## config.mk

```make
export PLATFORM = sky130hd
export DESIGN_NAME = prbs_rx_sync
export DESIGN_NICKNAME = d
export VERILOG_FILES = /design/src/rtl/prbs_rx_pkg.sv /design/src/rtl/prbs_rx_predict.sv /design/src/rtl/prbs_rx_window.sv /design/src/rtl/prbs_rx_sync.sv
export SDC_FILE = /design/constraint.sdc
export NUM_CORES = 1
export LEC_CHECK = 0
export ABC_AREA = 1
export CORE_MARGIN = 2
export CORE_UTILIZATION = 55
export DETAILED_ROUTE_END_ITERATION = 6
export GPL_ROUTABILITY_DRIVEN = 0
export GPL_TIMING_DRIVEN = 0
export PLACE_DENSITY = 0.72
export SYNTH_ARGS = -nofsm -noshare
export SYNTH_HDL_FRONTEND = slang
export SYNTH_SLANG_ARGS = --single-unit
```

## constraint.sdc

```tcl
create_clock -name clk_i -period 5.25 [get_ports clk_i]
set_clock_uncertainty 0.15 [all_clocks]
set_input_delay 0.7875 -clock clk_i [delete_from_list [all_inputs] [get_ports clk_i]]
set_output_delay 0.7875 -clock clk_i [all_outputs]
set_load 0.02 [all_outputs]
```

## src/rtl/prbs_rx_pkg.sv

```systemverilog
package prbs_rx_pkg;
  localparam int unsigned LFSR_W = 31;
  localparam int unsigned PAT_W  = 8;

  function automatic int unsigned seq_len(input logic [2:0] sel);
    case (sel)
      3'd0: return 9;
      3'd1: return 11;
      3'd2: return 15;
      3'd3: return 20;
      3'd4: return 20;
      3'd5: return 23;
      3'd6: return 29;
      default: return 31;
    endcase
  endfunction

  function automatic int unsigned seq_tap(input logic [2:0] sel);
    case (sel)
      3'd0: return 5;
      3'd1: return 9;
      3'd2: return 14;
      3'd3: return 17;
      3'd4: return 3;
      3'd5: return 18;
      3'd6: return 27;
      default: return 28;
    endcase
  endfunction

  function automatic logic [PAT_W-1:0] pat_word(input logic [2:0] sel);
    case (sel)
      3'd0: return 8'h00;
      3'd1: return 8'hFF;
      3'd2: return 8'h55;
      3'd3: return 8'h33;
      3'd4: return 8'h7F;
      3'd5: return 8'h80;
      3'd6: return 8'h77;
      default: return 8'h88;
    endcase
  endfunction
endpackage

```

## src/rtl/prbs_rx_predict.sv

```systemverilog
module prbs_rx_predict
  import prbs_rx_pkg::*;
#(
  parameter int unsigned LW = LFSR_W,
  parameter int unsigned PW = PAT_W
) (
  input  logic       clk_i,
  input  logic       rst_ni,
  input  logic       en_i,
  input  logic       clr_i,
  input  logic [3:0] mode_i,
  input  logic       sync_i,
  input  logic       rx_i,
  output logic       exp_o,
  output logic       miss_o
);
  localparam int unsigned IW  = $clog2(LW);
  localparam int unsigned PHW = $clog2(PW);

  logic [LW-1:0]  lfsr_q;
  logic [PHW-1:0] ph_q;
  logic [IW-1:0]  tap_idx, len_idx;
  logic [PHW-1:0] bit_idx;
  logic [PW-1:0]  word;
  logic           prbs_bit, pat_bit;

  always_comb begin
    tap_idx  = IW'(seq_tap(mode_i[2:0]) - 1);
    len_idx  = IW'(seq_len(mode_i[2:0]) - 1);
    word     = PW'(pat_word(mode_i[2:0]));
    bit_idx  = PHW'(PW - 1) - ph_q;
    prbs_bit = lfsr_q[tap_idx] ^ lfsr_q[len_idx];
    pat_bit  = word[bit_idx];
    exp_o    = mode_i[3] ? pat_bit : prbs_bit;
  end

  assign miss_o = rx_i ^ exp_o;

  always_ff @(posedge clk_i or negedge rst_ni) begin
    if (!rst_ni) begin
      lfsr_q <= '1;
      ph_q   <= '0;
    end else if (clr_i) begin
      lfsr_q <= '1;
      ph_q   <= '0;
    end else if (en_i) begin
      if (!mode_i[3]) lfsr_q <= {lfsr_q[LW-2:0], sync_i ? exp_o : rx_i};
      else            ph_q   <= ph_q + PHW'(1) + PHW'(miss_o & ~sync_i);
    end
  end

  AST_SEED_FROM_RX: assert property (@(posedge clk_i) disable iff (!rst_ni)
    (en_i && !clr_i && !sync_i && !mode_i[3]) |=> lfsr_q[0] == $past(rx_i));
  AST_LOCKED_PHASE_STEP: assert property (@(posedge clk_i) disable iff (!rst_ni)
    (en_i && !clr_i && sync_i && mode_i[3]) |=> ph_q == PHW'($past(ph_q) + 1));
endmodule

```

## src/rtl/prbs_rx_window.sv

```systemverilog
module prbs_rx_window #(
  parameter int unsigned WIN_LEN = 128,
  parameter int unsigned WIN_MAX = 25
) (
  input  logic clk_i,
  input  logic rst_ni,
  input  logic en_i,
  input  logic clr_i,
  input  logic sync_i,
  input  logic err_i,
  output logic drop_o,
  output logic bit_err_o
);
  localparam int unsigned CNT_W = $clog2(WIN_LEN + 1);

  logic [WIN_LEN-1:0] hist_q;
  logic [CNT_W-1:0]   cnt_q, cnt_nx;
  logic               oldest;

  always_comb begin
    oldest = hist_q[WIN_LEN-1];
    cnt_nx = cnt_q + CNT_W'(err_i) - CNT_W'(oldest);
    drop_o = en_i && !clr_i && sync_i && (cnt_nx > CNT_W'(WIN_MAX));
  end

  always_ff @(posedge clk_i or negedge rst_ni) begin
    if (!rst_ni) begin
      hist_q    <= '0;
      cnt_q     <= '0;
      bit_err_o <= 1'b0;
    end else if (clr_i) begin
      hist_q    <= '0;
      cnt_q     <= '0;
      bit_err_o <= 1'b0;
    end else if (en_i) begin
      if (!sync_i || drop_o) begin
        // pending errors are discarded on loss
        hist_q    <= '0;
        cnt_q     <= '0;
        bit_err_o <= 1'b0;
      end else begin
        hist_q    <= {hist_q[WIN_LEN-2:0], err_i};
        cnt_q     <= cnt_nx;
        bit_err_o <= oldest;
      end
    end
  end

  AST_CNT_TRACKS_HIST: assert property (@(posedge clk_i) disable iff (!rst_ni)
    int'(cnt_q) == $countones(hist_q));
  AST_CNT_BOUND: assert property (@(posedge clk_i) disable iff (!rst_ni)
    cnt_q <= CNT_W'(WIN_MAX));
  AST_BERR_ONLY_LOCKED: assert property (@(posedge clk_i) disable iff (!rst_ni)
    bit_err_o |-> sync_i);
endmodule

```

## src/rtl/prbs_rx_sync.sv

```systemverilog
module prbs_rx_sync
  import prbs_rx_pkg::*;
#(
  parameter int unsigned SEQ_W   = LFSR_W,
  parameter int unsigned WORD_W  = PAT_W,
  parameter int unsigned WIN_LEN = 128,
  parameter int unsigned WIN_MAX = 25,
  parameter int unsigned PAT_RUN = 20
) (
  input  logic       clk_i,
  input  logic       rst_ni,
  input  logic       en_i,
  input  logic       cfg_load_i,
  input  logic [3:0] cfg_type_i,
  input  logic       cfg_inv_i,
  input  logic       rx_bit_i,
  output logic       sync_o,
  output logic       sync_lost_o,
  output logic       bit_err_o,
  output logic       clk_err_o
);
  localparam int unsigned RUN_W = $clog2(2 * SEQ_W + 1);

  logic [3:0]       mode_q;
  logic             inv_q, sync_q, lost_q;
  logic [RUN_W-1:0] run_q, target;
  logic             adv, rx_data, exp_bit, miss, drop;

  assign adv     = en_i && !cfg_load_i;
  assign rx_data = rx_bit_i ^ (inv_q & ~mode_q[3]);
  assign target  = mode_q[3] ? RUN_W'(PAT_RUN) : RUN_W'(2 * seq_len(mode_q[2:0]));

  prbs_rx_predict #(.LW(SEQ_W), .PW(WORD_W)) i_predict (
    .clk_i  (clk_i),
    .rst_ni (rst_ni),
    .en_i   (adv),
    .clr_i  (cfg_load_i),
    .mode_i (mode_q),
    .sync_i (sync_q),
    .rx_i   (rx_data),
    .exp_o  (exp_bit),
    .miss_o (miss)
  );

  prbs_rx_window #(.WIN_LEN(WIN_LEN), .WIN_MAX(WIN_MAX)) i_window (
    .clk_i     (clk_i),
    .rst_ni    (rst_ni),
    .en_i      (adv),
    .clr_i     (cfg_load_i),
    .sync_i    (sync_q),
    .err_i     (miss),
    .drop_o    (drop),
    .bit_err_o (bit_err_o)
  );

  always_ff @(posedge clk_i or negedge rst_ni) begin
    if (!rst_ni) begin
      mode_q <= '0;
      inv_q  <= 1'b0;
      sync_q <= 1'b0;
      lost_q <= 1'b0;
      run_q  <= '0;
    end else if (cfg_load_i) begin
      mode_q <= cfg_type_i;
      inv_q  <= cfg_inv_i;
      sync_q <= 1'b0;
      lost_q <= 1'b0;
      run_q  <= '0;
    end else if (en_i) begin
      if (!sync_q) begin
        lost_q <= 1'b0;
        if (miss) begin
          run_q <= '0;
        end else if (run_q + RUN_W'(1) == target) begin
          sync_q <= 1'b1;
          run_q  <= '0;
        end else begin
          run_q <= run_q + RUN_W'(1);
        end
      end else if (drop) begin
        sync_q <= 1'b0;
        lost_q <= 1'b1;
      end else begin
        lost_q <= 1'b0;
      end
    end
  end

  assign sync_o      = sync_q;
  assign sync_lost_o = lost_q;
  assign clk_err_o   = 1'b0;

  AST_LOST_ONE_PERIOD: assert property (@(posedge clk_i) disable iff (!rst_ni)
    (en_i && sync_lost_o) |=> !sync_lost_o);
  AST_LOST_MEANS_UNLOCKED: assert property (@(posedge clk_i) disable iff (!rst_ni)
    sync_lost_o |-> !sync_o);
  AST_LOAD_QUIET: assert property (@(posedge clk_i) disable iff (!rst_ni)
    cfg_load_i |=> (!sync_o && !sync_lost_o && !bit_err_o));
  AST_IDLE_HOLD: assert property (@(posedge clk_i) disable iff (!rst_ni)
    (!en_i && !cfg_load_i) |=> ($stable(sync_o) && $stable(sync_lost_o) && $stable(bit_err_o)));
endmodule

```

==> results.py <==
metrics = {
    "status": {
        "status": "finished, final reports clean",
    },
    "drt": {
        "ant_nets": 0,
        "drc": 0,
        "dr_total_vias": 6754,
        "wire_per_inst_um": 13.23,
        "drtPass1Iterations": 5,
        "drt_wl_total_um": 17050,
        "routed_via_density": 5.240,
        "dr.first_iter.drc_count": 650,
    },
    "global_route": {
        "grt_usage": 0.2185,
        "antenna_found_initial": 0,
        "grt_pass1_vias": 6133,
        "grt.overflow.total": 0,
        "grt_max_degree": 129,
        "grt_pass1_wl_um": 28940,
    },
    "setup_path": {
        "path_max_fanout": 10,
        "worstSetupStartpointType": "register",
        "slowest_delay_ns": 0.45,
        "crit_type": "register to register",
        "required_ns": 5.46,
        "critical_path.slowest_cell": "fa_1",
        "crit_path_frequent_cell": "nand2_1",
        "cp-end-kind": "register",
        "arrival_ns": 5.19,
    },
    "timing": {
        "tightestPinTransition_ns": 0.9376,
        "report.final.slew_viol_count": 0,
        "timing.setup.tns_ns": 0,
        "final-setup-viol-count": 0,
        "max_freq_ghz": 0.2009,
        "timing.hold.ws_ns": 0.1341,
        "period_needed_ns": 4.977,
        "period_share": 0.9479,
        "timing.final.ws_setup_ns": 0.2733,
        "slew_headroom": 0.3726,
        "hold_viol_final": 0,
    },
    "die": {
        "die_h_um": 128.6,
        "dieArea_um2": 16530,
        "initial_core_util": 0.5615,
        "die_w_um": 128.6,
        "core_um2": 15200,
        "core.rowCount": 45,
        "ioPinCount": 14,
    },
    "cells_and_area": {
        "final_area_um2": 9671,
        "diodes": 0,
        "drive_gt1_frac": 0.1063,
        "syn_to_final_growth_pct": 13.30,
        "nets": 1112,
        "fillers": 1260,
        "final_common_cell": "nand2_1",
        "layout_common_cells": "nand2_1 (481), dfrtp_1 (152), nand3_1 (102)",
        "fin_util": 0.6361,
        "instances_no_fill": 1289,
    },
    "synthesis": {
        "synth_nets": 1074,
        "synth_top_family_by_area": "simple AND/OR/NAND/NOR gates",
        "synth-adder-area-share": 0.02140,
        "syn_avg_cell_area_um2": 8.129,
        "synth-simple-area-share": 0.3008,
        "syn_inst": 1050,
        "syn-cell-area_um2": 8536,
        "ys_seq_elements": 184,
        "synth_mux_area_frac": 0,
        "synth_compound_area_frac": 0.05526,
        "synth.distinct_cells": 36,
        "yosys.area_share.xor_xnor": 0.01437,
        "ys_seq_area_frac": 0.5440,
        "yosys_warnings": 0,
    },
    "placement": {
        "post-dp-hpwl_um": 10930,
        "dpl_cell_area_um2": 8924,
        "port_buffers": 12,
        "place_inst": 1251,
        "place_ws_ns": -0.3922,
    },
    "hold_path": {
        "hold_path_class": "input port to async pin",
    },
    "power_and_ir_drop": {
        "p_leak_nw": 5.278,
        "p_per_area_nw_per_um2": 324.2,
        "pwr-share-seq": 0.461,
        "combinationalPowerShare": 0.128,
        "power_frac_clock": 0.411,
        "power_mw": 3.135,
        "p_sw_uw": 869.8,
        "p_sw_frac": 0.2775,
        "ir_drop_mv": 0.2501,
        "p_int_mw": 2.265,
    },
    "cts": {
        "cts_sinks": 184,
        "cts_hold_buf": 0,
        "cts_made_buffers": 17,
        "cts_buffer_depth": 2,
        "cts-root-buf": "clkbuf_16",
        "clk-insertion-delay-late_ns": 0.44,
        "cts_tree": "built",
        "htree_num_levels": 4,
        "clk_pin_slew_ns": 0.07,
    },
    "job": {
        "drv_cap": 0,
    },
}
## per-layer routing
layer  share of wire  GRT usage  up-vias
li1                -          -     3394
met1            0.48     0.3157     3198
met2            0.46     0.3320      137
met3           0.041    0.04574       25
met4           0.016    0.07545        0
met5               0          0        -
## cell families after synthesis
kind of cell,count (synthesis)
simple gates,631
flops,184
buf+inv,131
compound gates,75
xor+xnor,14
fa+ha+maj,14
other cells,1
## registers in the layout, summed over array words and instances (netlist names)
signal	flops
i_window.bit_err_o	1
i_window.hist_q	128
sync_lost_o	1
i_window.cnt_q	8
i_predict.lfsr_q	31
mode_q	4
run_q	6
i_predict.ph_q	3
inv_q	1
sync_o	1
## synthesized netlist by cell type
cell type,count,area share
buf_4,8,0.0070
nor2_1,22,0.0097
a211oi_1,1,0.00088
nand3b_1,2,0.0018
nand2_4,1,0.0013
xor2_1,6,0.0062
inv_1,84,0.037
o21ai_0,25,0.015
conb_1,1,0.00044
o2111ai_1,1,0.0010
buf_6,1,0.0013
nand3_1,104,0.061
nand3_2,2,0.0023
nor3_1,3,0.0018
nand4_1,3,0.0022
clkinv_1,1,0.00044
clkbuf_1,20,0.0088
inv_2,2,0.00088
a21oi_1,8,0.0047
fa_1,1,0.0023
xnor2_1,8,0.0082
o21ai_1,1,0.00059
dfrtp_1,153,0.45
nand2_1,487,0.21
and3_1,2,0.0015
buf_2,12,0.0070
a22oi_1,30,0.026
ha_1,13,0.019
dfstp_2,31,0.095
nor3_4,1,0.0019
o21a_1,1,0.00088
buf_1,3,0.0013
nor3b_1,2,0.0018
o211ai_1,2,0.0018
nand2_2,2,0.0015
o22ai_1,6,0.0044
## critical path: cells and delay by family, from the launching register on
family                   cells  cell delay [ns]
AO/OA/AOI/OAI                3             0.38
XOR/XNOR                     1             0.13
adder cells (fa/ha/maj)      3             0.87
buffers and inverters        7             1.06
flip-flops                   1             0.36
AND/OR/NAND/NOR             18             1.94
## power groups by stage
stage               registers (mW)  clock network [mW]  logic [mW]
detailed placement            1.47                   0       0.367
global placement              1.47                   0       0.361
finish                        1.44                1.29       0.401
global route                  1.45                1.38       0.452
CTS                           1.44                1.31       0.373
floorplan                     1.47                   0       0.254
## worst paths after layout
check	startpoint	endpoint	slack (ns)	depth (start not counted)
setup / recovery	mode_q[1]$_DFFE_PN0P_	i_window.hist_q[59]$_DFFE_PN0P_	0.27	32
hold / removal	rst_ni	mode_q[1]$_DFFE_PN0P_	0.13	1
setup reg to reg	mode_q[1]$_DFFE_PN0P_	i_window.hist_q[59]$_DFFE_PN0P_	0.27	32
hold reg to reg	i_window.hist_q[80]$_DFFE_PN0P_	i_window.hist_q[81]$_DFFE_PN0P_	0.31	2
max in group asynchronous	rst_ni	i_window.hist_q[49]$_DFFE_PN0P_	3.87	2
min in group clk_i	i_window.hist_q[80]$_DFFE_PN0P_	i_window.hist_q[81]$_DFFE_PN0P_	0.31	2
## final cells by class
class / count / area, um^2 / area share
plain buffers: 43 / 247.7 / 0.02562
clock buffers: 19 / 452.9 / 0.04684
clock inverters: 13 / 146.4 / 0.01514
inverters: 87 / 329.1 / 0.03403
multi-input cells: 735 / 3406 / 0.3522
flip-flops and latches: 184 / 4644 / 0.4803
well taps: 188 / 235.2 / 0.02432
repair buffers: 20 / 209.0 / 0.02161
## timing repair
item	CTS	global route
pin swaps	1	3
gates resized for setup	6	31
endpoints found under the setup margin	126	135
gates cloned	0	0
endpoints found under the hold margin	0	0
setup buffers	2	5
Power figures use the tool's default switching activity.
